### src/rtl/rxring_pkg.sv
package rxring_pkg;

  localparam int OWN_BIT   = 31;
  localparam int LEN_LSB   = 16;
  localparam int MATCH_LSB = 12;
  localparam int FIRST_BIT = 11;
  localparam int LAST_BIT  = 10;
  localparam int SUM_BIT   = 7;
  localparam int ERR_LSB   = 2;
  localparam int IRQ_BIT   = 23;
  localparam int ERR_W     = 5;
  localparam int MATCH_W   = 3;

  typedef enum logic [3:0] {
    ST_IDLE, ST_RD0, ST_RD1, ST_RD2, ST_RD3, ST_CHK, ST_RECV, ST_WB, ST_SUSP
  } ringState_t;

  typedef struct packed {
    logic       rdEn;
    logic [1:0] rdOff;
    logic       capStatus;
    logic       capCtrl;
    logic       capBuf;
    logic       capNext;
    logic       openDesc;
    logic       recvOn;
    logic       wrStatus;
    logic       advance;
    logic       loadBase;
  } dpCtl_t;

endpackage

### src/rtl/rxring_dp.sv
module rxring_dp
  import rxring_pkg::*;
#(
  parameter int ADDR_W = 16,
  parameter int LEN_W  = 12,
  parameter int BSZ_W  = 11
) (
  input  logic                clk,
  input  logic                rstN,
  input  dpCtl_t              ctl,
  input  logic [ADDR_W-1:0]   baseAddr,
  input  logic                inValid,
  input  logic [7:0]          inData,
  input  logic                inSof,
  input  logic                inEof,
  input  logic [ERR_W-1:0]    inErr,
  input  logic [MATCH_W-1:0]  inMatch,
  input  logic [31:0]         memRdata,
  output logic                memRe,
  output logic                memWe,
  output logic [ADDR_W-1:0]   memAddr,
  output logic [31:0]         memWdata,
  output logic                descOwned,
  output logic                irqReq,
  output logic                frameEndTake,
  output logic                bufEndTake
);

  localparam int CNT_W = BSZ_W + 1;

  logic [ADDR_W-1:0]  curDesc, nextPtr, bufPtr;
  logic [BSZ_W-1:0]   bufSize, bufCnt;
  logic [LEN_W-1:0]   frameLen;
  logic               inFrame, firstDesc, lastDesc;
  logic [ERR_W-1:0]   errReg;
  logic [MATCH_W-1:0] matchReg;
  logic [31:0]        wordAcc;

  logic               accept, bufLast, wordWrite;
  logic [1:0]         lane;
  logic [31:0]        laneWord, nextWord, statusWord;
  logic [ADDR_W-1:0]  dataAddr;
  logic               unusedRd;

  assign unusedRd = ^memRdata;

  assign accept    = ctl.recvOn & inValid;
  assign lane      = bufCnt[1:0];
  assign laneWord  = {24'b0, inData} << {lane, 3'b000};
  assign nextWord  = wordAcc | laneWord;
  assign bufLast   = ({1'b0, bufCnt} + CNT_W'(1)) == {1'b0, bufSize};
  assign wordWrite = accept & ((lane == 2'd3) | inEof | bufLast);
  assign dataAddr  = bufPtr + ADDR_W'(bufCnt >> 2);

  assign frameEndTake = accept & inEof;
  assign bufEndTake   = accept & bufLast;

  always_comb begin
    statusWord = '0;
    statusWord[LEN_LSB +: LEN_W]     = frameLen;
    statusWord[MATCH_LSB +: MATCH_W] = matchReg;
    statusWord[FIRST_BIT]            = firstDesc;
    statusWord[LAST_BIT]             = lastDesc;
    statusWord[SUM_BIT]              = |errReg;
    statusWord[ERR_LSB +: ERR_W]     = errReg;
  end

  assign memRe = ctl.rdEn;
  assign memWe = ctl.wrStatus | wordWrite;

  always_comb begin
    if (ctl.wrStatus) begin
      memAddr  = curDesc;
      memWdata = statusWord;
    end else if (wordWrite) begin
      memAddr  = dataAddr;
      memWdata = nextWord;
    end else begin
      memAddr  = curDesc + ADDR_W'(ctl.rdOff);
      memWdata = nextWord;
    end
  end

  // descriptor fields and ring pointer
  always_ff @(posedge clk) begin
    if (!rstN) begin
      curDesc   <= '0;
      nextPtr   <= '0;
      bufPtr    <= '0;
      bufSize   <= '0;
      irqReq    <= 1'b0;
      descOwned <= 1'b0;
    end else begin
      if (ctl.loadBase) curDesc <= baseAddr;
      else if (ctl.advance) curDesc <= nextPtr;
      if (ctl.capStatus) descOwned <= memRdata[OWN_BIT];
      if (ctl.capCtrl) begin
        bufSize <= memRdata[BSZ_W-1:0];
        irqReq  <= memRdata[IRQ_BIT];
      end
      if (ctl.capBuf)  bufPtr  <= memRdata[ADDR_W-1:0];
      if (ctl.capNext) nextPtr <= memRdata[ADDR_W-1:0];
    end
  end

  // frame bookkeeping and byte packing
  always_ff @(posedge clk) begin
    if (!rstN) begin
      bufCnt    <= '0;
      frameLen  <= '0;
      inFrame   <= 1'b0;
      firstDesc <= 1'b0;
      lastDesc  <= 1'b0;
      errReg    <= '0;
      matchReg  <= '0;
      wordAcc   <= '0;
    end else if (ctl.openDesc) begin
      bufCnt    <= '0;
      firstDesc <= !inFrame;
      lastDesc  <= 1'b0;
      errReg    <= '0;
      matchReg  <= '0;
      wordAcc   <= '0;
    end else if (accept) begin
      bufCnt   <= bufCnt + BSZ_W'(1);
      frameLen <= inSof ? LEN_W'(1) : frameLen + LEN_W'(1);
      inFrame  <= !inEof;
      wordAcc  <= wordWrite ? 32'b0 : nextWord;
      if (inEof) begin
        lastDesc <= 1'b1;
        errReg   <= inErr;
        matchReg <= inMatch;
      end
    end
  end

  assert_no_overrun_R7: assert property (@(posedge clk) disable iff (!rstN)
    (memWe && !ctl.wrStatus) |-> (bufCnt < bufSize));

  assert_err_on_last_only_R6: assert property (@(posedge clk) disable iff (!rstN)
    (ctl.wrStatus && !memWdata[LAST_BIT]) |-> (memWdata[SUM_BIT:ERR_LSB] == '0));

endmodule

### src/rtl/rxring_ctl.sv
module rxring_ctl
  import rxring_pkg::*;
(
  input  logic   clk,
  input  logic   rstN,
  input  logic   baseWe,
  input  logic   pollDemand,
  input  logic   descOwned,
  input  logic   irqReq,
  input  logic   frameEndTake,
  input  logic   bufEndTake,
  output dpCtl_t ctl,
  output logic   doneIrq,
  output logic   bufUnavail
);

  ringState_t state, stateNext;

  always_comb begin
    ctl       = '0;
    stateNext = state;
    unique case (state)
      ST_IDLE: if (baseWe) begin
        ctl.loadBase = 1'b1;
        stateNext    = ST_RD0;
      end
      ST_RD0: begin
        ctl.rdEn  = 1'b1;
        ctl.rdOff = 2'd0;
        stateNext = ST_RD1;
      end
      ST_RD1: begin
        ctl.rdEn      = 1'b1;
        ctl.rdOff     = 2'd1;
        ctl.capStatus = 1'b1;
        stateNext     = ST_RD2;
      end
      ST_RD2: begin
        ctl.rdEn    = 1'b1;
        ctl.rdOff   = 2'd2;
        ctl.capCtrl = 1'b1;
        stateNext   = ST_RD3;
      end
      ST_RD3: begin
        ctl.rdEn   = 1'b1;
        ctl.rdOff  = 2'd3;
        ctl.capBuf = 1'b1;
        stateNext  = ST_CHK;
      end
      ST_CHK: begin
        ctl.capNext = 1'b1;
        if (descOwned) begin
          ctl.openDesc = 1'b1;
          stateNext    = ST_RECV;
        end else begin
          stateNext = ST_SUSP;
        end
      end
      ST_RECV: begin
        ctl.recvOn = 1'b1;
        if (frameEndTake || bufEndTake) stateNext = ST_WB;
      end
      ST_WB: begin
        ctl.wrStatus = 1'b1;
        ctl.advance  = 1'b1;
        stateNext    = ST_RD0;
      end
      ST_SUSP: begin
        if (baseWe) begin
          ctl.loadBase = 1'b1;
          stateNext    = ST_RD0;
        end else if (pollDemand) begin
          stateNext = ST_RD0;
        end
      end
      default: stateNext = ST_IDLE;
    endcase
  end

  always_ff @(posedge clk) begin
    if (!rstN) begin
      state      <= ST_IDLE;
      doneIrq    <= 1'b0;
      bufUnavail <= 1'b0;
    end else begin
      state      <= stateNext;
      doneIrq    <= ctl.wrStatus & irqReq;
      bufUnavail <= (state == ST_CHK) & !descOwned;
    end
  end

  assert_poll_restarts_R10: assert property (@(posedge clk) disable iff (!rstN)
    (state == ST_SUSP && pollDemand) |=> ctl.rdEn);

  assert_recv_after_fetch_R2: assert property (@(posedge clk) disable iff (!rstN)
    $rose(ctl.recvOn) |-> $past(ctl.rdEn, 2));

endmodule

### src/rtl/rxring_engine.sv
module rxring_engine
  import rxring_pkg::*;
#(
  parameter int ADDR_W = 16,
  parameter int LEN_W  = 12,
  parameter int BSZ_W  = 11
) (
  input  logic              clk,
  input  logic              rstN,
  input  logic              baseWe,
  input  logic [ADDR_W-1:0] baseAddr,
  input  logic              pollDemand,
  input  logic              inValid,
  input  logic [7:0]        inData,
  input  logic              inSof,
  input  logic              inEof,
  input  logic [4:0]        inErr,
  input  logic [2:0]        inMatch,
  output logic              inReady,
  output logic              memRe,
  output logic              memWe,
  output logic [ADDR_W-1:0] memAddr,
  output logic [31:0]       memWdata,
  input  logic [31:0]       memRdata,
  output logic              doneIrq,
  output logic              bufUnavail
);

  dpCtl_t ctl;
  logic   descOwned, irqReq, frameEndTake, bufEndTake;

  rxring_ctl u_ctl (
    .clk          (clk),
    .rstN         (rstN),
    .baseWe       (baseWe),
    .pollDemand   (pollDemand),
    .descOwned    (descOwned),
    .irqReq       (irqReq),
    .frameEndTake (frameEndTake),
    .bufEndTake   (bufEndTake),
    .ctl          (ctl),
    .doneIrq      (doneIrq),
    .bufUnavail   (bufUnavail)
  );

  rxring_dp #(.ADDR_W(ADDR_W), .LEN_W(LEN_W), .BSZ_W(BSZ_W)) u_dp (
    .clk          (clk),
    .rstN         (rstN),
    .ctl          (ctl),
    .baseAddr     (baseAddr),
    .inValid      (inValid),
    .inData       (inData),
    .inSof        (inSof),
    .inEof        (inEof),
    .inErr        (inErr),
    .inMatch      (inMatch),
    .memRdata     (memRdata),
    .memRe        (memRe),
    .memWe        (memWe),
    .memAddr      (memAddr),
    .memWdata     (memWdata),
    .descOwned    (descOwned),
    .irqReq       (irqReq),
    .frameEndTake (frameEndTake),
    .bufEndTake   (bufEndTake)
  );

  assign inReady = ctl.recvOn;

  assert_suspend_quiet_R4: assert property (@(posedge clk) disable iff (!rstN)
    bufUnavail |-> (!inReady && !memWe));

  assert_irq_follows_write_R8: assert property (@(posedge clk) disable iff (!rstN)
    doneIrq |-> $past(memWe));

endmodule

### config.mk
export PLATFORM = sky130hd
export DESIGN_NAME = rxring_engine
export DESIGN_NICKNAME = d
export VERILOG_FILES = /design/src/rtl/rxring_pkg.sv /design/src/rtl/rxring_dp.sv /design/src/rtl/rxring_ctl.sv /design/src/rtl/rxring_engine.sv
export SDC_FILE = /design/constraint.sdc
export NUM_CORES = 1
export LEC_CHECK = 0
export BUFFER_PORTS_ARGS = -buffer_cell sky130_fd_sc_hd__buf_4
export CORE_MARGIN = 1.5
export CORE_UTILIZATION = 50
export CTS_CLUSTER_DIAMETER = 30
export DETAILED_ROUTE_END_ITERATION = 7
export HOLD_SLACK_MARGIN = 0.02
export PLACE_DENSITY = 0.85
export SYNTH_ARGS = -nofsm -noshare
export SYNTH_HDL_FRONTEND = slang
export SYNTH_SLANG_ARGS = --single-unit
### constraint.sdc
create_clock -name clk -period 4.28 [get_ports clk]
set_input_delay 0.428 -clock clk [delete_from_list [all_inputs] [get_ports clk]]
set_output_delay 0.428 -clock clk [all_outputs]
set_load 0.1 [all_outputs]
==> impl_results.md, run 1 <==
* Power Density at 366 nW/um2
* Via Count at 6884
* Final Core Density at 0.617
* Final Wtd Congestion at 0.916
* Cell with the most instances after synthesis: nand2_1
* Final worst path period need at 4090 ps
* Drt total wl at 19100 um
* Peak supply drop at 0.321 mV
* Least-Margin Pin Slew at 967 ps
* Peak Freq at 244 MHz
* CP max-delay cell: or3_1
* Synth Warn # at 0
* Nets at 1088
* Flops & latches, synth at 133
* Remaining Overflow, GRT at 0
* Drt drc at 0
* Top cells by area, synth: dfxtp_1 38%, nand2_1 9.6%, a21boi_0 6.6%
* Final setup fails at 0
* Final-layout fill cell count at 1171
* Reg2reg setup slack at 1420 ps
* Largest net degree at the start of global routing at 72
* WL/cell at 16.0 um
* DP HPWL at 13200 um
* Final worst path period share at 0.956
* # diodes at 0
* Final hold violations at 0
* Post-CTS Hold Fix Bufs at 0
* Post-route ant nets at 0
* Post-synth top cells: 181 x nand2_1, 133 x dfxtp_1, 92 x nor2_1, 86 x a21oi_1, 62 x a21boi_0
* Synth unique cells at 63
* Worst min path class: in2reg
* Reg clk slew, reported paths at 60 ps
* Syn Nets at 1016
* CTS tree: done
* CTS max path bufs at 2
* Area growth syn-to-layout at 20.6%
* Slew headroom at 0.353
* H-tree Lvls at 4
* Top_reg_cell synth: dfxtp_1
* WP data arrival at 3660 ps
* Placement Cell Area at 7940 um2
* First-pass GRT wire length at 30400 um
* Core Area at 13800 um2
* DIE AREA at 14900 um2
* I/O pin cnt at 124
* Clk Latency, worst-skew pair at 430 ps
* Layout cell share with drive strength beyond 1 at 0.170
* Total global-route track usage at 0.262
* Footprint of the multi-input gates at 4090 um2
* Die W at 122 um
* Initial antenna violation count at 0
* DR pass1 iterations at 5
* Clock root cell: clkbuf_16
* Cell Chain, Critical Path: nor2_2, a21boi_0, ha_1, inv_1, fa_1, nand3b_1, nor2_2, nand4_1, or3_1, or3_1, o221a_2, buf_4
* Worst-path fanout max at 10
* Register area share after synthesis at 0.376
* Ys async rst share at 0
* Initial Util at 0.512
* Slew Viols, Final at 0
* Die H at 122 um
* Outcome: finished, final reports clean
* Row count at 43
* EDFF count, synth at 0
* Final Instance Area at 8530 um2
* Cells after Synth at 930
* Kind of end point of the critical path: output pin
* Clock Skew at 10.0 ps
* Mapped cell area at 7070 um2
* CP Launch Type: register
* Port bufs at 109
* Drt via density at 5.77
* Max stage delay on crit path at 410 ps
* Cts bufs inserted at 17
* CTS sink cnt at 133
* Register area at 2670 um2
* DRT iter0 DRCs at 498
* LEAKAGE at 3.22 nW
* Overall Power at 0.00313 W
* CP Data Required Time at 3850 ps
* Max-Cap Viols at 0
* Mean area per synthesized cell at 7.61 um2
* Critical Setup Path Class: reg2out
* Top-area cell type share of the netlist area at 0.376
* Synth area leader: dfxtp_1
* Vias in the first global route at 6116
==> layout by cell type (no fill, tap or decap), types with 3 or more instances in the layout <==
cell type  Yosys  layout
and4_1         3       3
a32oi_1        3       3
o221a_2        3       3
nand3_1       19      19
nand4_1       18      18
nor2b_1       10      10
dfxtp_1      133     130
clkbuf_16      0      17
a31oi_1        9       9
o211ai_1       5       5
or2_2          4       4
a22oi_1       16      16
nand2b_1       6       6
ha_1          13      12
a211oi_1       6       6
o21ai_0       41      40
nor2_1        92      89
nand3b_1       3       3
xor2_1        20      20
xnor2_1       22      22
o22a_1         3       3
dfxtp_2        0       3
and3_1         9       9
nor4_1         3       3
or3_1          8       8
or4_1          3       3
nor2_2         1       3
inv_1         15      15
nor3_1        23      23
nand2_1      181     181
a21boi_0      62      62
buf_4          1     120
a21o_1         4       4
clkbuf_1      38       5
a21oi_1       86      86
and2_1         4       4
==> report_power, final <==
part	internal, W	switching [W]
Sequential	0.00126	0.0000377
Clock	0.000868	0.000538
Combinational	0.000126	0.000293
==> worst max-delay path, delay by kind of cell (launching register included) <==
kind                       cells  cell delay (ps)
AOI/OAI and AO/OA              2              320
adders and majority gates      2              590
buffers and inverters          2              290
and+or+nand+nor                6             1630
DFF                            1              400
==> path summary, 6_finish.rpt <==
check | endpoint | from | depth (start not counted)
worst max register to register | u_dp.wordAcc[19]$_SDFFE_PP0P_ | u_dp.bufCnt[0]$_SDFFE_PP0P_ | 10
worst max-delay path | memAddr[14] | u_ctl.state[3]$_SDFFE_PN0P_ | 12
worst min register to register | u_dp.matchReg[0]$_SDFFE_PP0P_ | u_dp.matchReg[0]$_SDFFE_PP0P_ | 2
worst min-delay path | u_dp.matchReg[0]$_SDFFE_PP0P_ | inMatch[0] | 3
==> cell type report <==
class,instances,area share
sequential,133,0.312
clock buffer,23,0.0537
multi-input combinational,713,0.480
clock inverter,8,0.0120
inverter,15,0.00660
tap,180,0.0264
timing repair buffer,122,0.109
==> what timing repair did <==
action | CTS | global route
setup buffers | 0 | 2
gates resized for setup | 0 | 7
setup endpoints to repair | 0 | 6
==> state kept, by name, indices dropped and copies added, names as in the netlist <==
register,count
u_ctl.doneIrq,1
u_dp.bufSize,11
u_dp.curDesc,16
u_dp.wordAcc,32
u_dp.errReg,5
u_dp.lastDesc,1
u_dp.frameLen,12
u_dp.descOwned,1
u_dp.bufCnt,11
u_dp.matchReg,3
u_dp.bufPtr,16
u_dp.inFrame,1
u_dp.nextPtr,16
u_ctl.state,4
u_dp.irqReq,1
u_dp.firstDesc,1
u_ctl.bufUnavail,1
==> metal layers <==
layer,track usage,part of all wire
met1,0.359,0.44
met2,0.398,0.46
met3,0.0590,0.076
met4,0.106,0.025
met5,0,0
==> metrics by stage <==
step / hold WS, ps / TNS [ps] / setup WS, ps / cells
final: 250 / 0 / 190 / 1194
after detailed placement: 450 / 0 / 488 / 1161
after global placement: 446 / 0 / 516 / 1161
after CTS: 238 / 0 / 24.4 / 1192
after global routing: 245 / -2.22 / -2.22 / 1194
after floorplan: 437 / 0 / 14.8 / 930
==> cell families (layout without fill, tap and decap cells) <==
logic type / after synthesis / after routing / share of synthesized area
flip-flops: 133 / 133 / 0.376
XOR/XNOR: 42 / 42 / 0.0520
adder cells (fa/ha/maj): 15 / 15 / 0.0287
multiplexers: 3 / 3 / 0.00424
AO/OA/AOI/OAI: 259 / 259 / 0.238
buffers and inverters: 84 / 168 / 0.0509
AND/OR/NAND/NOR: 394 / 394 / 0.250
No activity file was read; power rests on OpenSTA's default activity.
==> run 2: changes to the inputs <==
--- a/config.mk
+++ b/config.mk
@@ -5,6 +5,7 @@
 export SDC_FILE = /design/constraint.sdc
 export NUM_CORES = 1
 export LEC_CHECK = 0
+export ABC_AREA = 1
 export BUFFER_PORTS_ARGS = -buffer_cell sky130_fd_sc_hd__buf_4
 export CORE_MARGIN = 1.5
 export CORE_UTILIZATION = 50
==> run 2 against run 1 <==
Effect of this change: die area decreased by 0.38%; maximum frequency increased by 1.9%; flip-flop and latch count did not move; sequential share of layout area fell by 0.10 points; cell count grew 12%; sequential power rose by 11%; first-iteration DRC count rose by 59%; power rose by 28%; critical path depth increased by 6; worst setup slack better by 78 ps; hold slack got worse by 15 ps.
==> impl_results.md, run 2 <==
* CTS tree: done
* Drt via density at 5.48 (-4.9%)
* Synth Warn # at 0 (unchanged)
* Final Instance Area at 8550 um2 (+0.19%)
* Least-Margin Pin Slew at 829 ps (-138 ps)
* Post-CTS Hold Fix Bufs at 0 (unchanged)
* Clk Latency, worst-skew pair at 420 ps (about the same)
* CP top delay family: simple AND/OR/NAND/NOR gates
* Reg with most FFs: u_dp.wordAcc
* Register area share after synthesis at 0.378 (+0.00147)
* Syn Nets at 1139 (+12%)
* Top cells by area, synth: dfxtp_1 38%, nand2_1 11%, nor2_1 9.4%
* Reg2reg setup slack at 1410 ps (about the same)
* CTS sink cnt at 133 (unchanged)
* Remaining Overflow, GRT at 0 (unchanged)
* Clock root cell: clkbuf_16
* DRT iter0 DRCs at 790 (+59%)
* Commonest non-fill, non-tap cell in the layout: nand2_1
* Cts bufs inserted at 17 (unchanged)
* Worst setup margin at 268 ps (+78.0 ps)
* Row count at 43 (unchanged)
* Slew headroom at 0.444 (+0.0910)
* Total global-route track usage at 0.262 (+0.000660)
* DP HPWL at 14000 um (+5.8%)
* Largest net degree at the start of global routing at 54 (-25%)
* Vias in the first global route at 6266 (+2.5%)
* Peak supply drop at 0.385 mV (+20%)
* WP data arrival at 3580 ps (-80 ps)
* Simple-gate share of the synthesized area at 0.309 (+0.0583)
* Layout cell share with drive strength beyond 1 at 0.149 (-0.0202)
* Cell with the most instances after synthesis: nand2_1
* Max stage delay on crit path at 420 ps (about the same)
* # diodes at 0 (unchanged)
* Adder-cell share of the synthesized area at 0.0288 (+0.000112)
* Top_reg_cell synth: dfxtp_1
* Drt total wl at 19800 um (+3.7%)
* Final Core Density at 0.618 (+0.00118)
* Mux share of post-synthesis cell area at 0 (-0.00424)
* Nets at 1231 (+13%)
* LEAKAGE at 3.80 nW (+18%)
* Sw Ratio at 0.371 (+0.0934)
* Reg clk slew, reported paths at 60 ps (about the same)
* Combinational share of power at 0.293 (+0.159)
* Setup TNS at 0 ps (unchanged)
* CTS max path bufs at 2 (unchanged)
* Placement Cell Area at 7950 um2 (about the same)
* Slew Viols, Final at 0 (unchanged)
* Mean area per synthesized cell at 6.69 um2 (-12%)
* WL/cell at 14.8 um (-7.5%)
* Top-area cell type share of the netlist area at 0.378 (+0.00147)
* CP max-delay cell: dfxtp_1
* RSZ-0062 raised after global routing: false
* Ys async rst share at 0 (unchanged)
* Kind of end point of the critical path: output pin
* Final worst path period share at 0.937 (-0.0182)
* Mapped cell area at 7050 um2 (-0.39%)
* Flops & latches, synth at 133 (unchanged)
* Worst-path fanout max at 14 (+4)
* Cells after Synth at 1053 (+13%)
* Final Wtd Congestion at 0.922 (+0.63%)
* XOR/XNOR share of the synthesized area at 0.0405 (-0.0115)
* Outcome: finished, final reports clean
* Initial Util at 0.510 (-0.00199)
* Drt drc at 0 (unchanged)
* Max-Cap Viols at 0 (unchanged)
* Synth area leader: dfxtp_1
* Clock Skew at 7.80 ps (-2.23 ps)
* CP Data Required Time at 3850 ps (about the same)
* Post-synth top cells: 207 x nand2_1, 177 x nor2_1, 133 x dfxtp_1, 108 x o21ai_0, 88 x inv_1
* Register area at 2660 um2 (-0.14%)
* H-tree Lvls at 4 (unchanged)
* Placement-stage worst setup slack at 584 ps (+95.9 ps)
* Post-synthesis compound-gate area fraction at 0.163 (-0.0742)
* Cell Chain, Critical Path: nor2_1, inv_1, nor2_4, buf_4, nor2_1, inv_1, ha_1, nand3_1, nand2_1, nand3_1, nor3_2, nand3_1, xnor2_1, nand3_1, nand2_1, nand2_1, nand2_1, buf_4
* DR pass1 iterations at 5 (unchanged)
* Power Density at 470 nW/um2 (+28%)
* Worst min path class: in2reg
* EDFF count, synth at 0 (unchanged)
* Combinational family with the most area after synthesis: simple AND/OR/NAND/NOR gates
* Critical Setup Path Class: reg2out
* Max reg flops at 32 (unchanged)
* Final hold violations at 0 (unchanged)
* CP Launch Type: register
* Buf/Inv on CP at 4 (+2)
* Post-route ant nets at 0 (unchanged)
* Most frequent cells in the layout: 207 x nand2_1, 175 x nor2_1, 133 x dfxtp_1, 118 x buf_4, 108 x o21ai_0
* Peak Freq at 249 MHz (+1.9%)
* Clock Power Share at 0.350 (-0.100)
* DIE AREA at 14800 um2 (-0.38%)
* Via Count at 7336 (+6.6%)
* Part of the power in registers at 0.358 (-0.058)
* Area growth syn-to-layout at 21.3%
* Final setup fails at 0 (unchanged)
* First-pass GRT wire length at 30600 um (+0.82%)
* Initial antenna violation count at 1 (+1)
* Synth unique cells at 39 (-38%)
* Port bufs at 109 (unchanged)
* Final worst path period need at 4010 ps (-78.0 ps)
* P_sw at 0.00149 W (+72%)
* Int Power at 0.00252 W (+12%)
* Die W at 122 um (-0.19%)
* I/O pin cnt at 124 (unchanged)
* Core Area at 13800 um2 (unchanged)
* Die H at 122 um (-0.19%)
* Footprint of the multi-input gates at 3830 um2 (-6.4%)
* Final-layout fill cell count at 1187 (+1.4%)
-- run 2: power groups by stage --
stage,sequential [W],combinational (W),clock (W)
after floorplan,0.00143,0.000891,0
after global placement,0.00145,0.00113,0
after detailed placement,0.00146,0.00115,0
after CTS,0.00143,0.00116,0.00141
after global routing,0.00145,0.00126,0.00146
final,0.00144,0.00118,0.00140
-- run 2: final timing paths --
check                               from                            end  depth (start not counted)
min reg2reg    u_dp.inFrame$_SDFFE_PN0P_    u_dp.firstDesc$_SDFFE_PN0P_                          1
max          u_ctl.state[0]$_SDFFE_PN0P_                    memAddr[13]                         18
min                         memRdata[23]       u_dp.irqReq$_SDFFE_PN0P_                          3
max reg2reg  u_dp.bufCnt[1]$_SDFFE_PP0P_  u_dp.wordAcc[21]$_SDFFE_PP0P_                         14
-- run 2: worst reg2reg max path, stage by stage, from the launching register on --
cell,delay (ps)
dfxtp_1,630
ha_1,330
nand2_1,140
inv_1,110
nor2_1,70
inv_2,60
nand2_1,40
a21oi_1,170
nand3_1,110
nor3_2,230
nand2_4,200
nand2_4,230
inv_2,80
nand2_4,280
nor2_1,90
-- run 2: per-layer routing --
metal | share of wire | track usage | routed length, um | vias up
li1 | - | - | - | 3635
met1 | 0.45 | 0.369 | 8990 | 3331
met2 | 0.45 | 0.404 | 8860 | 325
met3 | 0.074 | 0.0492 | 1470 | 43
met4 | 0.024 | 0.0912 | 468 | 2
met5 | 0.00061 | 0 | 12 | -
-- run 2: what timing repair did --
| action | 4_1_cts | 5_1_grt |
|---|---|---|
| resized for setup | 0 | 4 |
| endpoints found under the setup margin | 0 | 6 |
| buffers inserted | 0 | 1 |
-- run 2: cell families after synthesis --
logic type               count (synthesis)
AND/OR/NAND/NOR                        514
AO/OA/AOI/OAI                          218
buffers and inverters                  142
flip-flops                             133
XOR/XNOR                                31
adder cells (fa/ha/maj)                 15
-- run 2: layout make-up --
class,instances,share of cell area
multi-input cells,778,0.448
clock buffers,24,0.0587
clock inverters,8,0.00849
well taps,180,0.0263
flip-flops and latches,133,0.311
inverters,96,0.0426
repair inverters,1,0.000585
repair buffers,118,0.104
-- run 2: per-stage QoR --
| step | power, W | instances | hold slack [ps] |
|---|---|---|---|
| after detailed placement | 0.00261 | 1304 | 415 |
| after floorplan | 0.00232 | 1053 | 401 |
| after CTS | 0.00399 | 1336 | 236 |
| after global routing | 0.00416 | 1338 | 261 |
| after global placement | 0.00258 | 1304 | 413 |
| final | 0.00402 | 1338 | 235 |
==> run 3: changes to the inputs <==
--- a/config.mk
+++ b/config.mk
@@ -7,7 +7,7 @@
 export LEC_CHECK = 0
 export ABC_AREA = 1
 export BUFFER_PORTS_ARGS = -buffer_cell sky130_fd_sc_hd__buf_4
-export CORE_MARGIN = 1.5
+export CORE_MARGIN = 1
 export CORE_UTILIZATION = 50
 export CTS_CLUSTER_DIAMETER = 30
 export DETAILED_ROUTE_END_ITERATION = 7
==> constraint.sdc (replaced) <==
create_clock -name clk -period 4.28 [get_ports clk]
set_input_delay 0.428 -clock clk [delete_from_list [all_inputs] [get_ports clk]]
set_output_delay 0.428 -clock clk [all_outputs]
set_load 0.01 [all_outputs]
==> run 3 against run 2 <==
Effect of this change: the run now ends with DRC left; maximum frequency hardly changed; register-to-register slack got worse by 70 ps; worst setup slack worse by 1.3 ps; non-clock buffer count is the same; critical path depth fell by 1; critical endpoint is now memAddr[15].
==> impl_results.md, run 3 (synthesis results as in run 2) <==
* Reg with most FFs: u_dp.wordAcc
* Drt total wl at 19700 um (-0.38%)
* Die H at 121 um (-0.82%)
* Initial antenna violation count at 0 (-1)
* Least-Margin Pin Slew at 823 ps (-5.98 ps)
* Vias in the first global route at 6468 (+3.2%)
* Commonest non-fill, non-tap cell in the layout: nand2_1
* Hold Path Origin: memRdata[23]
* Register area at 2660 um2 (unchanged)
* Setup TNS at 0 ps (unchanged)
* Post-CTS setup buffer count at 0 (unchanged)
* Final Wtd Congestion at 0.905 (-1.9%)
* # diodes at 0 (unchanged)
* DRT iter0 DRCs at 877 (+11%)
* Post_cts resized at 0 (unchanged)
* Footprint of the multi-input gates at 3820 um2 (-0.33%)
* Kind of end point of the critical path: output pin
* Die W at 121 um (-0.82%)
* Final worst path period need at 4010 ps (+1.31 ps)
* I/O pin cnt at 124 (unchanged)
* Placed Cells at 1305 (+0.077%)
* Slew Viols, Final at 0 (unchanged)
* Clk Latency, worst-skew pair at 430 ps (about the same)
* Area growth syn-to-layout at 21.7%
* Layout cell share with drive strength beyond 1 at 0.146 (-0.00333)
* Drt via density at 5.53 (+0.88%)
* Final hold violations at 0 (unchanged)
* Most frequent cells in the layout: 207 x nand2_1, 176 x nor2_1, 133 x dfxtp_1, 118 x buf_4, 108 x o21ai_0
* Failing checks: DRC
* WL/cell at 14.8 um (-0.31%)
* H-tree Lvls at 4 (unchanged)
* Largest net degree at the start of global routing at 54 (unchanged)
* Reg2reg path depth at 14 (unchanged)
* DIE AREA at 14600 um2 (-1.6%)
* CP Launch Type: register
* FF-to-FF End: u_dp.wordAcc[14]$_SDFFE_PP0P_
* DR pass1 iterations at 8 (+3)
* Final setup fails at 0 (unchanged)
* Total global-route track usage at 0.273 (+0.0103)
* Post-route ant nets at 0 (unchanged)
* Slew headroom at 0.448 (+0.00401)
* Core Area at 13800 um2 (unchanged)
* Reg clk slew, reported paths at 60 ps (about the same)
* Initial Util at 0.510 (unchanged)
* Row count at 43 (unchanged)
* RSZ-0062 raised after global routing: false
* Min-Delay Endpoint: u_dp.irqReq$_SDFFE_PN0P_
* Worst-path fanout max at 15 (+1)
* Overall Power at 0.00373 W (-7.2%)
* Via Count at 7395 (+0.80%)
* Max reg flops at 32 (unchanged)
* Reg2reg setup slack at 1340 ps (-70 ps)
* R2r startpoint: u_dp.bufCnt[1]$_SDFFE_PP0P_
* WHS Path Cells at 3 (unchanged)
* Cts bufs inserted at 17 (unchanged)
* Post-CTS Hold Fix Bufs at 0 (unchanged)
* CTS tree: done
* Drt drc at 4 (+4)
* CP Data Required Time at 3850 ps (about the same)
* First-pass GRT wire length at 31300 um (+2.2%)
* LEAKAGE at 3.82 nW (+0.64%)
* Remaining Overflow, GRT at 0 (unchanged)
* WP data arrival at 3590 ps (about the same)
* Peak supply drop at 0.350 mV (-9.2%)
* DP HPWL at 13600 um (-2.2%)
* Outcome: complete, but fails checks
* Power Density at 435 nW/um2 (-7.5%)
* Port bufs at 109 (unchanged)
* Final worst path period share at 0.938 (about the same)
* Clock Skew at 9.20 ps (+1.40 ps)
* Worst min path class: in2reg
* Clock root cell: clkbuf_16
* Max-Cap Viols at 0 (unchanged)
* Nets at 1230 (-0.081%)
* CTS sink cnt at 133 (unchanged)
* Critical Setup Path Class: reg2out
* Final cell count without fillers at 1337 (-0.075%)
* CTS max path bufs at 2 (unchanged)
* Final-layout fill cell count at 1160 (-2.3%)
* Peak Freq at 249 MHz (about the same)
run 3: cell types whose count changed in the layout (fill, tap and decap cells not counted), sizes merged:
cell,before,now
bufinv,1,3
clkinv,7,6
inv,92,93
clkinvlp,5,2
run 3: worst max path at each step:
stage / startpoint / endpoint / slack [ps] / depth (start not counted)
6_report: u_ctl.state[0]$_SDFFE_PN0P_ / memAddr[15] / 270 / 17
5_1_grt: u_ctl.state[0]$_SDFFE_PN0P_ / memAddr[15] / 5 / 17
4_1_cts: u_ctl.state[0]$_SDFFE_PN0P_ / memAddr[15] / 310 / 17
3_5_place_dp: u_ctl.state[3]$_SDFFE_PN0P_ / memAddr[14] / 900 / 19
3_3_place_gp: u_ctl.state[3]$_SDFFE_PN0P_ / memAddr[14] / 980 / 19
2_1_floorplan: u_ctl.state[0]$_SDFFE_PN0P_ / memAddr[12] / 1160 / 19
run 3: final cells by class:
| type | count | share of cell area |
|---|---|---|
| inverter | 96 | 0.0420 |
| clock buffer | 24 | 0.0585 |
| sequential | 133 | 0.310 |
| clock inverter | 8 | 0.0140 |
| multi-input combinational | 778 | 0.446 |
| tap | 180 | 0.0263 |
| timing repair buffer | 118 | 0.103 |
run 3: worst max-delay path, stage by stage (launching register included):
cell and delay [ps]:
dfxtp_1 430, nor2_1 70, inv_1 110, nor2_1 50, buf_4 190, nor2_1 300, inv_1 80, ha_1 280
nand3_1 70, nand2_1 140, nand3_1 140, nor3_1 480, nand4_1 240, xor2_1 180, nand3_1 90, nand3_1 110
nand2_1 60, buf_4 140
run 3: stage by stage:
stage / setup slack [ps] / hold slack (ps) / util / instance area, um2
4_1_cts: 313 / 218 / 0.620 / 8580
2_1_floorplan: 1160 / 401 / - / 7050
5_1_grt: 4.62 / 240 / 0.620 / 8580
6_report: 266 / 221 / 0.620 / 8580
3_3_place_gp: 977 / 410 / 0.575 / 7960
3_5_place_dp: 902 / 428 / 0.575 / 7960
run 3: report_power, final:
group	total (W)	switching (W)	internal, W	leakage, nW
Sequential	0.00143	0.0000946	0.00134	1.07
Combinational	0.000760	0.000452	0.000308	2.44
Clock	0.00153	0.000543	0.000990	0.302
Total	0.00373	0.00109	0.00264	3.82
run 3: routing by layer:
layer,vias up,part of all wire,track usage
li1,3633,-,-
met1,3355,0.45,0.376
met2,359,0.45,0.420
met3,48,0.083,0.0533
met4,0,0.026,0.105
met5,-,0,0
